==> config.mk <==
export PLATFORM = sky130hd
export DESIGN_NAME = spi_lossi_master
export DESIGN_NICKNAME = d
export VERILOG_FILES = /design/src/rtl/spi_lossi_master.sv
export SDC_FILE = /design/constraint.sdc
export NUM_CORES = 1
export LEC_CHECK = 0
export BUFFER_PORTS_ARGS = -buffer_cell sky130_fd_sc_hd__buf_2
export CAP_MARGIN = 5
export CORE_MARGIN = 4
export CORE_UTILIZATION = 49
export DETAILED_ROUTE_END_ITERATION = 8
export PLACE_DENSITY = 0.82
export SYNTH_ARGS = -nofsm -noshare
export SYNTH_HDL_FRONTEND = slang
export SYNTH_SLANG_ARGS = --single-unit
==> constraint.sdc <==
create_clock -name clk -period 2.7 [get_ports clk]
set_input_delay 0.54 -clock clk [delete_from_list [all_inputs] [get_ports clk]]
set_output_delay 0.54 -clock clk [all_outputs]
set_load 0.01 [all_outputs]
==> src/rtl/spi_lossi_master.sv <==
module spi_lossi_master #(
  parameter int NUM_CS = 3,
  parameter int DIV_W  = 16,
  parameter int SEL_W  = (NUM_CS > 1) ? $clog2(NUM_CS) : 1
) (
  input  logic             clk,
  input  logic             rst_n,
  input  logic [1:0]       cfg_mode,
  input  logic             cfg_cpol,
  input  logic             cfg_cpha,
  input  logic             cfg_cs_high,
  input  logic             cfg_no_cs,
  input  logic [DIV_W-1:0] cfg_div,
  input  logic [SEL_W-1:0] cfg_cs_sel,
  input  logic             cfg_rx_dir,
  input  logic             cfg_lossi_data,
  input  logic             start,
  input  logic [7:0]       tx_word,
  output logic             busy,
  output logic             done,
  output logic [7:0]       rx_word,
  output logic             sclk,
  output logic             mosi_o,
  output logic             mosi_oe_n,
  input  logic             mosi_i,
  input  logic             miso,
  output logic [NUM_CS-1:0] cs_o
);

  localparam logic [1:0] M_BIDIR = 2'b01;
  localparam logic [1:0] M_LOSSI = 2'b10;
  localparam logic [DIV_W-1:0] HALF_MAX = {1'b1, {(DIV_W-1){1'b0}}};

  logic             busy_r, done_r, sclk_r, cpha_l, rx_dir_l;
  logic [1:0]       mode_l;
  logic [SEL_W-1:0] sel_l;
  logic [DIV_W-1:0] half_l, cnt;
  logic [4:0]       edge_cnt;
  logic [3:0]       nbits_l;
  logic [8:0]       sh_tx;
  logic [7:0]       sh_rx, rx_r;

  wire [DIV_W-1:0] half_raw = cfg_div >> 1;
  wire [DIV_W-1:0] half_new = (half_raw == '0) ? HALF_MAX : half_raw;

  wire       tick      = busy_r && (cnt == half_l - 1'b1);
  wire [4:0] edge_no   = edge_cnt + 5'd1;
  wire       leading   = edge_no[0];
  wire       last      = (edge_no == {nbits_l, 1'b0});
  wire       bidir_l   = (mode_l == M_BIDIR);
  wire       rx_on     = !bidir_l || rx_dir_l;
  wire       in_bit    = bidir_l ? mosi_i : miso;
  wire       do_sample = tick && (cpha_l ? !leading : leading);
  wire       do_shift  = tick && (cpha_l ? (leading && edge_cnt != 5'd0) : !leading);
  wire [7:0] rx_next   = do_sample ? {sh_rx[6:0], in_bit} : sh_rx;

  always_ff @(posedge clk or negedge rst_n) begin
    if (!rst_n) begin
      busy_r   <= 1'b0;
      done_r   <= 1'b0;
      sclk_r   <= 1'b0;
      cpha_l   <= 1'b0;
      rx_dir_l <= 1'b0;
      mode_l   <= 2'b00;
      sel_l    <= '0;
      half_l   <= HALF_MAX;
      cnt      <= '0;
      edge_cnt <= '0;
      nbits_l  <= 4'd8;
      sh_tx    <= '0;
      sh_rx    <= '0;
      rx_r     <= '0;
    end else begin
      done_r <= 1'b0;
      if (!busy_r) begin
        if (start) begin
          busy_r   <= 1'b1;
          mode_l   <= cfg_mode;
          cpha_l   <= cfg_cpha;
          rx_dir_l <= cfg_rx_dir;
          sel_l    <= cfg_cs_sel;
          half_l   <= half_new;
          cnt      <= '0;
          edge_cnt <= '0;
          sclk_r   <= cfg_cpol;
          sh_rx    <= '0;
          sh_tx    <= (cfg_mode == M_LOSSI) ? {cfg_lossi_data, tx_word} : {tx_word, 1'b0};
          nbits_l  <= (cfg_mode == M_LOSSI) ? 4'd9 : 4'd8;
        end
      end else if (tick) begin
        cnt      <= '0;
        edge_cnt <= edge_no;
        sclk_r   <= ~sclk_r;
        sh_rx    <= rx_next;
        if (do_shift) sh_tx <= {sh_tx[7:0], 1'b0};
        if (last) begin
          busy_r <= 1'b0;
          done_r <= 1'b1;
          if (rx_on) rx_r <= rx_next;
        end
      end else begin
        cnt <= cnt + 1'b1;
      end
    end
  end

  assign busy      = busy_r;
  assign done      = done_r;
  assign rx_word   = rx_r;
  assign sclk      = busy_r ? sclk_r : cfg_cpol;
  assign mosi_oe_n = busy_r && bidir_l && rx_dir_l;
  assign mosi_o    = busy_r && !mosi_oe_n && sh_tx[8];

  for (genvar i = 0; i < NUM_CS; i++) begin : g_cs
    assign cs_o[i] = (busy_r && !cfg_no_cs && sel_l == SEL_W'(i)) ? cfg_cs_high : ~cfg_cs_high;
  end

  AST_DONE_ONE_CYCLE: assert property (@(posedge clk) disable iff (!rst_n) done_r |=> !done_r);
  AST_DONE_AT_END: assert property (@(posedge clk) disable iff (!rst_n) $fell(busy_r) |-> done_r);
  AST_EDGE_TOTAL: assert property (@(posedge clk) disable iff (!rst_n) $fell(busy_r) |-> edge_cnt == {nbits_l, 1'b0});
  AST_HALF_HOLD: assert property (@(posedge clk) disable iff (!rst_n) (busy_r && !tick) |=> $stable(sclk_r));
  AST_CNT_RANGE: assert property (@(posedge clk) disable iff (!rst_n) busy_r |-> cnt < half_l);
  AST_START_IGNORED: assert property (@(posedge clk) disable iff (!rst_n) (busy_r && start && !tick) |=> $stable(sh_tx) && $stable(half_l));

endmodule

==> results.py <==
metrics = {
    "drt": {
        "first_pass_iters": 4,
        "routed_wl_um": 9760,
        "drc_errors": 0,
        "dr.first_iter.drc_count": 207,
        "vias": 3502,
        "vias_per_cell": 5.71,
        "ant_nets": 0,
        "wl_per_cell_um": 15.9,
    },
    "synth": {
        "synth_ff_type": "dfrtp_1",
        "avgSynthCellArea_um2": 9.76,
        "synth_area_um2": 4180,
        "ys_ff_latch": 72,
        "ys_top_cells_by_count": "dfrtp_1, nand2_1, o21ai_0",
        "syn_nets": 471,
        "yosysTopAreaCell": "dfrtp_1",
        "synth_cell_type_count": 63,
        "ys_warn_count": 0,
        "yosysTopAreaCellShare": 0.425,
        "ys_seq_area_frac": 0.432,
        "yosysMostFrequentCell": "dfrtp_1",
        "synth_edf_count": 0,
        "synth_cells": 428,
        "async_reset_ff_frac": 1.00,
        "netlist_top_cells_area": "dfrtp_1, mux2_2, mux2i_1",
    },
    "grt": {
        "antenna_found_initial": 0,
        "grt_pass1_wl_um": 16600,
        "overflow": 0,
        "grt_max_degree": 44,
        "grtUsageTotal": 0.204,
        "grt_pass1_vias": 3466,
    },
    "cells_and_area": {
        "multi_input_area_um2": 2300,
        "final_util": 0.612,
        "antenna_cells": 0,
        "area_growth_pct": 21.1,
        "finalNetCount": 546,
        "fill_cells": 669,
        "regArea_um2": 1800,
        "fin_cells": 613,
        "drive_gt1_frac": 0.291,
        "design_area_um2": 5060,
    },
    "place": {
        "dpl-instance-area_um2": 4720,
        "portBuffers": 53,
        "hpwlAfterDp_um": 7050,
        "globalplace.congestion": 0.959,
        "dp.cells": 592,
    },
    "cts": {
        "cts_max_path_buffers": 2,
        "clock_latency_ps": 350,
        "numCtsBuffers": 9,
        "clk_pin_slew_ps": 80,
        "cts_tree": "done",
        "root_buffer": "clkbuf_8",
        "clock_sinks": 72,
        "h-tree-depth": 3,
    },
    "die": {
        "initial_core_util": 0.506,
        "fp-row-count": 33,
        "core_region_area_um2": 8260,
        "ioPinCount": 55,
        "die_height_um": 100,
        "die_area_um2": 10100,
        "die_w_um": 100,
    },
    "sta": {
        "fin_worst_skew_ps": 8.40,
        "setup_violations": 9,
        "holdWs_ps": 233,
        "rsz0062_at_grt": "yes",
        "fmax_mhz": 363,
        "period_minus_slack_ps": 2750,
        "slew_headroom": 0.532,
        "post-route-period-util": 1.02,
        "finalHoldViolCount": 0,
        "worst_slack_ps": -52.9,
        "slew_violations": 0,
        "tightest_slew_ps": 702,
    },
    "worst_setup_path": {
        "path_max_fanout": 4,
        "path_class": "flop to flop",
        "crit_buf_inv": 1,
        "crit_path_end_kind": "flop",
        "crit_top_cell": "or4_4",
        "cpPeakStageDelay_ps": 560,
        "crit_required_ps": 2940,
        "critical-path-top-delay-family": "simple AND/OR/NAND/NOR gates",
        "path_cells": "buf_6 > or4_4 > o21bai_1 > o211ai_1 > or3b_4 > or4_4 > a31oi_1 > o21ai_1",
        "cp-start-kind": "flop",
        "crit_arrival_ps": 2990,
        "crit_slowest_cell": "or4_4",
    },
    "run_status": {
        "violations": "negative setup slack",
        "status": "complete, but fails checks",
    },
    "job": {
        "drv_cap": 0,
    },
    "power_and_ir_drop": {
        "p_leak_nw": 2.46,
        "ir_worst_vdd_v": 0.000409,
        "pwr-share-clk": 0.310,
        "p_sw_w": 0.000974,
        "comb_power_share": 0.256,
        "pwr_density_cell_nw_per_um2": 618,
        "power_frac_seq": 0.433,
        "swShare": 0.312,
        "internal_power_w": 0.00215,
    },
    "min_path": {
        "holdCritPathClass": "input port to asynchronous set/reset pin",
    },
}
==> through the flow <==
stage	worst slack [ps]	power (W)	setup TNS, ps
finish	-52.9	0.00313	-159
global route	-167	0.00330	-2120
CTS	-24.7	0.00310	-34.9
detailed placement	-131	0.00210	-1340
global placement	-36.9	0.00206	-172
floorplan	3.91	0.00183	0
==> worst paths after layout <==
check | from | endpoint | slack (ps) | cells after the start
max in group asynchronous | rst_n | sh_rx[0]$_DFFE_PN0P_ | 1800 | 2
min in group clk | cfg_rx_dir | rx_dir_l$_DFFE_PN0P_ | 420 | 2
worst max-delay path | half_l[1]$_DFFE_PN0P_ | cnt[14]$_DFFE_PN0P_ | -50 | 8
worst max register to register | half_l[1]$_DFFE_PN0P_ | cnt[14]$_DFFE_PN0P_ | -50 | 8
worst min-delay path | rst_n | cnt[11]$_DFFE_PN0P_ | 230 | 1
worst min register to register | rx_word[0]$_DFFE_PN0P_ | rx_word[0]$_DFFE_PN0P_ | 490 | 2
==> flip-flops by register name (all words and copies together) (netlist names), 2 cells and up <==
signal    flops
cnt          16
edge_cnt      5
half_l       16
mode_l        2
rx_word       8
sel_l         2
sh_rx         8
sh_tx         9
==> power groups by stage <==
stage / clock network (W) / registers [W] / logic (W)
floorplan: 0 / 0.00133 / 0.000498
global placement: 0 / 0.00136 / 0.000698
detailed placement: 0 / 0.00137 / 0.000728
CTS: 0.000987 / 0.00135 / 0.000763
global route: 0.00104 / 0.00138 / 0.000879
finish: 0.000970 / 0.00135 / 0.000801
==> cells in the final DEF (no fill, tap or decap), types with 3 or more instances in the layout <==
master	n
dfrtp_1	71
buf_2	53
nand2_1	44
nor2_1	24
mux2_2	23
buf_4	23
o21ai_0	21
a21oi_1	18
mux2i_1	17
xor2_1	15
inv_1	14
xnor2_1	14
o21ai_1	12
nand2b_1	11
and3_1	10
nand3_1	10
a21o_1	10
clkbuf_8	10
nor3_1	8
a22o_1	8
nor3b_1	7
nor4_1	6
nand4_1	4
buf_12	4
nor3_2	3
o21a_1	3
a31oi_1	3
ha_1	3
clkinvlp_4	3
==> metal layers <==
layer / share of wire / vias to the layer above / track usage
met5: 0 / - / 0
met4: 0.0089 / 0 / 0.0549
met3: 0.066 / 8 / 0.0493
met2: 0.47 / 102 / 0.319
met1: 0.46 / 1697 / 0.286
li1: - / 1695 / -
==> cell families (layout without fill, tap and decap cells) <==
kind of cell | Yosys count | in the layout | synth area share
and+or+nand+nor | 153 | 153 | 0.201
buffers and inverters | 32 | 112 | 0.0327
DFF | 72 | 72 | 0.432
muxes | 40 | 40 | 0.103
AOI/OAI and AO/OA | 96 | 96 | 0.155
xor gates and xnor gates | 31 | 31 | 0.0650
adders and majority gates | 4 | 4 | 0.0120
==> layout make-up <==
cell class	count	share of cell area
Multi-Input combinational cell	324	0.455
Clock inverter	6	0.0181
Timing Repair Buffer	82	0.107
Tap cell	105	0.0260
Sequential cell	72	0.357
Clock buffer	10	0.0272
Inverter	14	0.0104
==> repair_timing <==
item / CTS / global route
setup buffers: 5 / 0
pin swaps: 3 / 7
gates resized for setup: 10 / 10
hold buffers: 0 / 0
endpoints found under the setup margin: 21 / 35
No activity file was read; power rests on OpenSTA's default activity.
